==> src/rtl/cmul_pkg.sv <==
package cmul_pkg;

    typedef enum logic {
        RM_TRUNC = 1'b0,
        RM_ROUND = 1'b1
    } rmode_e;

    typedef struct packed {
        logic   vld;
        rmode_e mode;
    } ctl_t;

    localparam int unsigned NLANE = 4;
    localparam int unsigned L_RR  = 0;   // a_re * b_re
    localparam int unsigned L_II  = 1;   // a_im * b_im
    localparam int unsigned L_RI  = 2;   // a_re * b_im
    localparam int unsigned L_IR  = 3;   // a_im * b_re

endpackage

==> src/rtl/cmul_mul_stage.sv <==
module cmul_mul_stage
    import cmul_pkg::*;
#(
    parameter int unsigned W = 8,
    localparam int unsigned PW = 2 * W
) (
    input  logic                 clk,
    input  logic                 rst,
    input  logic signed [W-1:0]  a_re,
    input  logic signed [W-1:0]  a_im,
    input  logic signed [W-1:0]  b_re,
    input  logic signed [W-1:0]  b_im,
    input  ctl_t                 ctl_in,
    output logic signed [PW-1:0] prod_q [NLANE],
    output ctl_t                 ctl_q
);

    logic signed [W-1:0] opx [NLANE];
    logic signed [W-1:0] opy [NLANE];

    assign opx[L_RR] = a_re;  assign opy[L_RR] = b_re;
    assign opx[L_II] = a_im;  assign opy[L_II] = b_im;
    assign opx[L_RI] = a_re;  assign opy[L_RI] = b_im;
    assign opx[L_IR] = a_im;  assign opy[L_IR] = b_re;

    for (genvar g = 0; g < NLANE; g++) begin : g_lane
        logic signed [PW-1:0] opx_w, opy_w;
        assign opx_w = PW'(opx[g]);
        assign opy_w = PW'(opy[g]);

        always_ff @(posedge clk) begin
            if (rst) begin
                prod_q[g] <= '0;
            end else if (ctl_in.vld) begin
                prod_q[g] <= opx_w * opy_w;
            end
        end

        // no new sample, product register untouched
        p_prod_hold_r9: assert property (@(posedge clk) disable iff (rst)
            !ctl_in.vld |=> $stable(prod_q[g]));
    end

    always_ff @(posedge clk) begin
        if (rst) begin
            ctl_q <= '0;
        end else begin
            ctl_q <= ctl_in;
        end
    end

    p_vld_adv_r2: assert property (@(posedge clk) disable iff (rst)
        ctl_in.vld |=> ctl_q.vld);
    p_bubble_adv_r2: assert property (@(posedge clk) disable iff (rst)
        !ctl_in.vld |=> !ctl_q.vld);
    p_mode_align_r8: assert property (@(posedge clk) disable iff (rst)
        ctl_in.vld |=> ctl_q.mode == $past(ctl_in.mode));

endmodule

==> src/rtl/cmul_round_stage.sv <==
module cmul_round_stage
    import cmul_pkg::*;
#(
    parameter int unsigned W = 8,
    localparam int unsigned PW = 2 * W
) (
    input  logic                 clk,
    input  logic                 rst,
    input  logic signed [PW-1:0] prod_in [NLANE],
    input  ctl_t                 ctl_in,
    output logic signed [W-1:0]  red_q [NLANE],
    output logic                 vld_q
);

    localparam logic signed [PW:0] HALF = (PW+1)'(1) << (W - 2);
    localparam logic signed [PW:0] MAXV = (PW+1)'((1 << (W - 1)) - 1);

    for (genvar g = 0; g < NLANE; g++) begin : g_lane
        logic signed [PW:0]  biased;
        logic signed [PW:0]  scaled;
        logic signed [W-1:0] red_d;

        always_comb begin
            biased = {prod_in[g][PW-1], prod_in[g]}
                   + ((ctl_in.mode == RM_ROUND) ? HALF : '0);
            scaled = biased >>> (W - 1);
            if (scaled > MAXV) begin
                red_d = MAXV[W-1:0];
            end else begin
                red_d = scaled[W-1:0];
            end
        end

        always_ff @(posedge clk) begin
            if (rst) begin
                red_q[g] <= '0;
            end else if (ctl_in.vld) begin
                red_q[g] <= red_d;
            end
        end

        // non-negative product never turns into a negative code
        p_no_wrap_r7: assert property (@(posedge clk) disable iff (rst)
            (ctl_in.vld && !prod_in[g][PW-1]) |=> !red_q[g][W-1]);
        // flooring keeps negative products negative
        p_floor_sign_r5: assert property (@(posedge clk) disable iff (rst)
            (ctl_in.vld && ctl_in.mode == RM_TRUNC && prod_in[g][PW-1])
            |=> red_q[g][W-1]);
    end

    always_ff @(posedge clk) begin
        if (rst) begin
            vld_q <= 1'b0;
        end else begin
            vld_q <= ctl_in.vld;
        end
    end

endmodule

==> src/rtl/cmul_combine_stage.sv <==
module cmul_combine_stage
    import cmul_pkg::*;
#(
    parameter int unsigned W = 8,
    localparam int unsigned OW = W + 1
) (
    input  logic                clk,
    input  logic                rst,
    input  logic signed [W-1:0] red_in [NLANE],
    input  logic                vld_in,
    output logic signed [OW-1:0] out_re,
    output logic signed [OW-1:0] out_im,
    output logic                 out_valid
);

    logic signed [OW-1:0] ext [NLANE];
    logic signed [OW-1:0] re_d, im_d;

    for (genvar g = 0; g < NLANE; g++) begin : g_ext
        assign ext[g] = {red_in[g][W-1], red_in[g]};
    end

    assign re_d = ext[L_RR] - ext[L_II];
    assign im_d = ext[L_RI] + ext[L_IR];

    always_ff @(posedge clk) begin
        if (rst) begin
            out_re    <= '0;
            out_im    <= '0;
            out_valid <= 1'b0;
        end else begin
            out_valid <= vld_in;
            if (vld_in) begin
                out_re <= re_d;
                out_im <= im_d;
            end
        end
    end

    p_re_positive_r3: assert property (@(posedge clk) disable iff (rst)
        (vld_in && !red_in[L_RR][W-1] && red_in[L_II][W-1])
        |=> (!out_re[OW-1] && out_re != '0));
    p_im_nonneg_r4: assert property (@(posedge clk) disable iff (rst)
        (vld_in && !red_in[L_RI][W-1] && !red_in[L_IR][W-1])
        |=> !out_im[OW-1]);
    p_out_hold_r9: assert property (@(posedge clk) disable iff (rst)
        !vld_in |=> ($stable(out_re) && $stable(out_im)));

endmodule

==> src/rtl/cmul_rnd.sv <==
module cmul_rnd
    import cmul_pkg::*;
#(
    parameter int unsigned W = 8
) (
    input  logic                clk,
    input  logic                rst,
    input  logic                in_valid,
    input  logic                rnd_mode,
    input  logic signed [W-1:0] a_re,
    input  logic signed [W-1:0] a_im,
    input  logic signed [W-1:0] b_re,
    input  logic signed [W-1:0] b_im,
    output logic                out_valid,
    output logic signed [W:0]   out_re,
    output logic signed [W:0]   out_im
);

    localparam int unsigned PW = 2 * W;

    ctl_t                 ctl_in, ctl_s1;
    logic signed [PW-1:0] prod_s1 [NLANE];
    logic signed [W-1:0]  red_s2  [NLANE];
    logic                 vld_s2;

    assign ctl_in.vld  = in_valid;
    assign ctl_in.mode = rmode_e'(rnd_mode);

    cmul_mul_stage #(.W(W)) u_mul (
        .clk    (clk),
        .rst    (rst),
        .a_re   (a_re),
        .a_im   (a_im),
        .b_re   (b_re),
        .b_im   (b_im),
        .ctl_in (ctl_in),
        .prod_q (prod_s1),
        .ctl_q  (ctl_s1)
    );

    cmul_round_stage #(.W(W)) u_red (
        .clk     (clk),
        .rst     (rst),
        .prod_in (prod_s1),
        .ctl_in  (ctl_s1),
        .red_q   (red_s2),
        .vld_q   (vld_s2)
    );

    cmul_combine_stage #(.W(W)) u_comb (
        .clk       (clk),
        .rst       (rst),
        .red_in    (red_s2),
        .vld_in    (vld_s2),
        .out_re    (out_re),
        .out_im    (out_im),
        .out_valid (out_valid)
    );

    p_reset_clear_r1: assert property (@(posedge clk)
        rst |=> (!out_valid && out_re == '0 && out_im == '0));

endmodule

==> config.mk <==
export PLATFORM = sky130hd
export DESIGN_NAME = cmul_rnd
export DESIGN_NICKNAME = d
export VERILOG_FILES = /design/src/rtl/cmul_pkg.sv /design/src/rtl/cmul_mul_stage.sv /design/src/rtl/cmul_round_stage.sv /design/src/rtl/cmul_combine_stage.sv /design/src/rtl/cmul_rnd.sv
export SDC_FILE = /design/constraint.sdc
export NUM_CORES = 1
export LEC_CHECK = 0
export ABC_AREA = 1
export BUFFER_PORTS_ARGS = -buffer_cell sky130_fd_sc_hd__buf_2
export CORE_UTILIZATION = 70
export DETAILED_ROUTE_END_ITERATION = 8
export GPL_TIMING_DRIVEN = 0
export PLACE_DENSITY = 0.89
export SYNTH_ARGS = -nofsm -noshare
export SYNTH_HDL_FRONTEND = slang
export SYNTH_SLANG_ARGS = --single-unit
==> constraint.sdc <==
create_clock -name clk -period 13.3 [get_ports clk]
set_input_delay 0.665 -clock clk [delete_from_list [all_inputs] [get_ports clk]]
set_output_delay 0.665 -clock clk [all_outputs]
set_load 0.05 [all_outputs]
==> results.sh <==
export IMPL_post_dp_hpwl_microns=32310
export IMPL_ys_types=40
export IMPL_p_int_mw=1.253
export IMPL_drc_errors=0
export IMPL_p_sw_frac=0.5409
export IMPL_cap_violations=0
export IMPL_synth_nets=2624
export IMPL_fin_area_sq_mm=0.01632
export IMPL_skew_ns=0.005228
export IMPL_yosysMostFrequentCell="inv_1"
export IMPL_worstPathArrival_ns=5.37
export IMPL_routed_wl_microns=39090
export IMPL_dieArea_sq_mm=0.02272
export IMPL_drive_gt1_frac=0.03702
export IMPL_wl_per_cell_microns=15.17
export IMPL_syn_cell_area_sq_mm=0.01548
export IMPL_nets=2669
export IMPL_core_area_sq_mm=0.02176
export IMPL_path_cells="clkbuf_1, clkbuf_1, nand2_1, inv_1, fa_1, inv_1, fa_1, fa_1, fa_1, inv_1, ha_1, nand2_1, nor2_1, nand2_1, a21oi_1, nor2_1, nand3_1, nand3_1, nand2_1, inv_1"
export IMPL_ys_top_cells_by_count="inv_1, nand2_1, fa_1"
export IMPL_tritoncts="done"
export IMPL_max_slew_margin=0.4640
export IMPL_critPathKind="input port to register"
export IMPL_period_needed_ns=5.116
export IMPL_cts_buffers=9
export IMPL_combPwrFrac=0.748
export IMPL_syn_inst=2246
export IMPL_synthTopCellsByArea="fa_1, inv_1, dfxtp_1"
export IMPL_path_clk_slew_ns=0.07
export IMPL_area_delta_synth_final_pct=5.382
export IMPL_cts_root_buf="clkbuf_16"
export IMPL_io_buffers=34
export IMPL_max_stage_delay_ns=0.54
export IMPL_std_cell_rows=54
export IMPL_clk_latency_ns=0.35
export IMPL_hold_buffers=0
export IMPL_setup_viol=0
export IMPL_reg2reg_slack_ns=11.35
export IMPL_worst_setup_path_start_kind="input port"
export IMPL_gp_congestion=0.9953
export IMPL_p_switching_mw=1.477
export IMPL_cts_resized=0
export IMPL_finalWorstSetupSlack_ns=8.184
export IMPL_hold_path_startpoint="u_red.red_q[15]"
export IMPL_cpMaxStageDelayCell="fa_1"
export IMPL_r2r_start="u_mul.ctl_q[0]"
export IMPL_hold_viol_final=0
export IMPL_min_to="u_red.red_q[15]"
export IMPL_synth_top_area_cell="fa_1"
export IMPL_cts_max_path_buffers=2
export IMPL_nFillCells=1671
export IMPL_status="completed"
export IMPL_viasPerCell=5.407
export IMPL_worstPathMaxFanout=10
export IMPL_ios=55
export IMPL_postCtsSetupBuffers=0
export IMPL_fin_cells=2577
export IMPL_grt_pass1_vias=14050
export IMPL_cts_max_level=3
export IMPL_endpoint_kind="register"
export IMPL_synth_edf_count=0
export IMPL_final_core_util=0.7500
export IMPL_drt_pass1_iterations=5
export IMPL_synth_top_cell_area_share=0.2767
export IMPL_fin_setup_tns_ns=0
export IMPL_antenna_left=0
export IMPL_placed_cell_area_sq_mm=0.01600
export IMPL_power_leakage_nw=9.799
export IMPL_synth_async_reset_ratio=0
export IMPL_antenna_found_initial=1
export IMPL_critPathRequiredTime_ns=13.55
export IMPL_multi_input_area_sq_mm=0.01094
export IMPL_fmax_mhz=195.5
export IMPL_grt_use_total=0.3670
export IMPL_ys_warn_count=0
export IMPL_gr_total_overflow=0
export IMPL_ys_flop_type="dfxtp_1"
export IMPL_fin_crit_sh=0.3847
export IMPL_power_mw=2.730
export IMPL_whs_ns=0.4742
export IMPL_initial_core_util=0.7117
export IMPL_ys_seq_elements=94
export IMPL_tightest_slew_ns=0.8040
export IMPL_numClockSinks=94
export IMPL_grt_max_degree=16
export IMPL_clkPwrFrac=0.098
export IMPL_first_iter_violations=894
export IMPL_fp_dieH_microns=150.7
export IMPL_hold_depth=2
export IMPL_rsz0062_at_grt="false"
export IMPL_dp_cells=2560
export IMPL_vias=13930
export IMPL_rr_worst_depth=10
export IMPL_p_per_area_mw_per_mm2=167.3
export IMPL_pre_cts_ws_ns=7.925
export IMPL_regArea_sq_mm=0.001882
export IMPL_slew_viol_final=0
export IMPL_min_path_type="register to register"
export IMPL_ys_seq_area_frac=0.1215
export IMPL_synth_avg_cell_area_sq_um=6.894
export IMPL_grt_pass1_wl_microns=64800
export IMPL_die_w_microns=150.7
export IMPL_ir_worst_vdd_mv=0.08347
export IMPL_r2r_end="u_red.red_q[11]"
export IMPL_seqPwrFrac=0.155
-- logic make-up (layout without fill, tap and decap cells) --
family,after synthesis,count (layout),share of synthesized area
buffers and inverters,709,759,0.1721
xor gates and xnor gates,49,49,0.02772
adders and majority gates,342,342,0.3801
and+or+nand+nor,820,820,0.2166
AOI/OAI and AO/OA,232,232,0.08186
other,0,1,0
DFF,94,94,0.1215
-- how the worst max path moves through the flow --
stage,startpoint,slack (ns),endpoint,cells past startpoint
after floorplan,b_re[4],8.61,u_mul.prod_q[15],24
after CTS,b_im[4],8.26,u_mul.prod_q[31],20
after detailed placement,b_im[4],7.92,u_mul.prod_q[31],20
after global routing,b_im[4],7.99,u_mul.prod_q[31],20
after global placement,b_im[4],8.00,u_mul.prod_q[31],20
final,b_im[4],8.18,u_mul.prod_q[31],20
-- registers in the layout (all words and copies together) (netlist names) --
signal,count
u_mul.prod_q,40
u_red.red_q,32
u_comb.out_im,9
u_comb.out_re,9
u_mul.ctl_q,2
u_comb.out_valid,1
u_red.vld_q,1
-- routing by layer --
layer / GRT usage / vias to the layer above / wire length, microns
met2: 0.6537 / 586 / 19160
met3: 0.03242 / 157 / 2605
li1: - / 6684 / -
met4: 0.1910 / 0 / 1982
met5: 0 / - / 0
met1: 0.4399 / 6506 / 15340
-- placed cells by master (no fill, tap or decap), drive strengths merged, types with 3 or more instances in the layout --
master / Yosys / final
clkbuf: 75 / 86
dfxtp: 94 / 94
nand4: 18 / 18
ha: 128 / 128
o21bai: 9 / 9
clkinv: 0 / 4
xor2: 38 / 38
and2: 4 / 4
fa: 214 / 214
buf: 4 / 38
nand3: 81 / 81
xnor2: 11 / 11
a31oi: 6 / 6
o21ai: 88 / 88
nor3: 12 / 12
nand2: 507 / 507
a21oi: 114 / 114
inv: 630 / 630
nand3b: 5 / 5
o211ai: 3 / 3
a21o: 9 / 9
or2: 8 / 8
nor2: 184 / 184
-- layout make-up --
cell class	count	share of cell area
multi-input cells	1443	0.6703
clock inverters	5	0.003527
inverters	630	0.1449
repair buffers	34	0.01043
clock buffers	11	0.01549
plain buffers	79	0.01840
well taps	280	0.02147
diodes	1	0.0001534
flip-flops and latches	94	0.1153
-- critical path, delay by kind of cell --
family                     cells  cell delay [ns]
AOI/OAI and AO/OA              1             0.19
adders and majority gates      5             2.34
buffers and inverters          6             1.23
and+or+nand+nor                8             0.92
-- power by group through the flow --
stage | registers [mW] | logic (mW) | clock network [mW]
5_1_grt | 0.429 | 2.34 | 0.276
3_5_place_dp | 0.424 | 2.00 | 0
6_report | 0.422 | 2.04 | 0.267
2_1_floorplan | 0.416 | 1.56 | 0
3_3_place_gp | 0.419 | 1.92 | 0
4_1_cts | 0.419 | 2.02 | 0.267
Note: power is estimated with default switching activity, not from simulation.
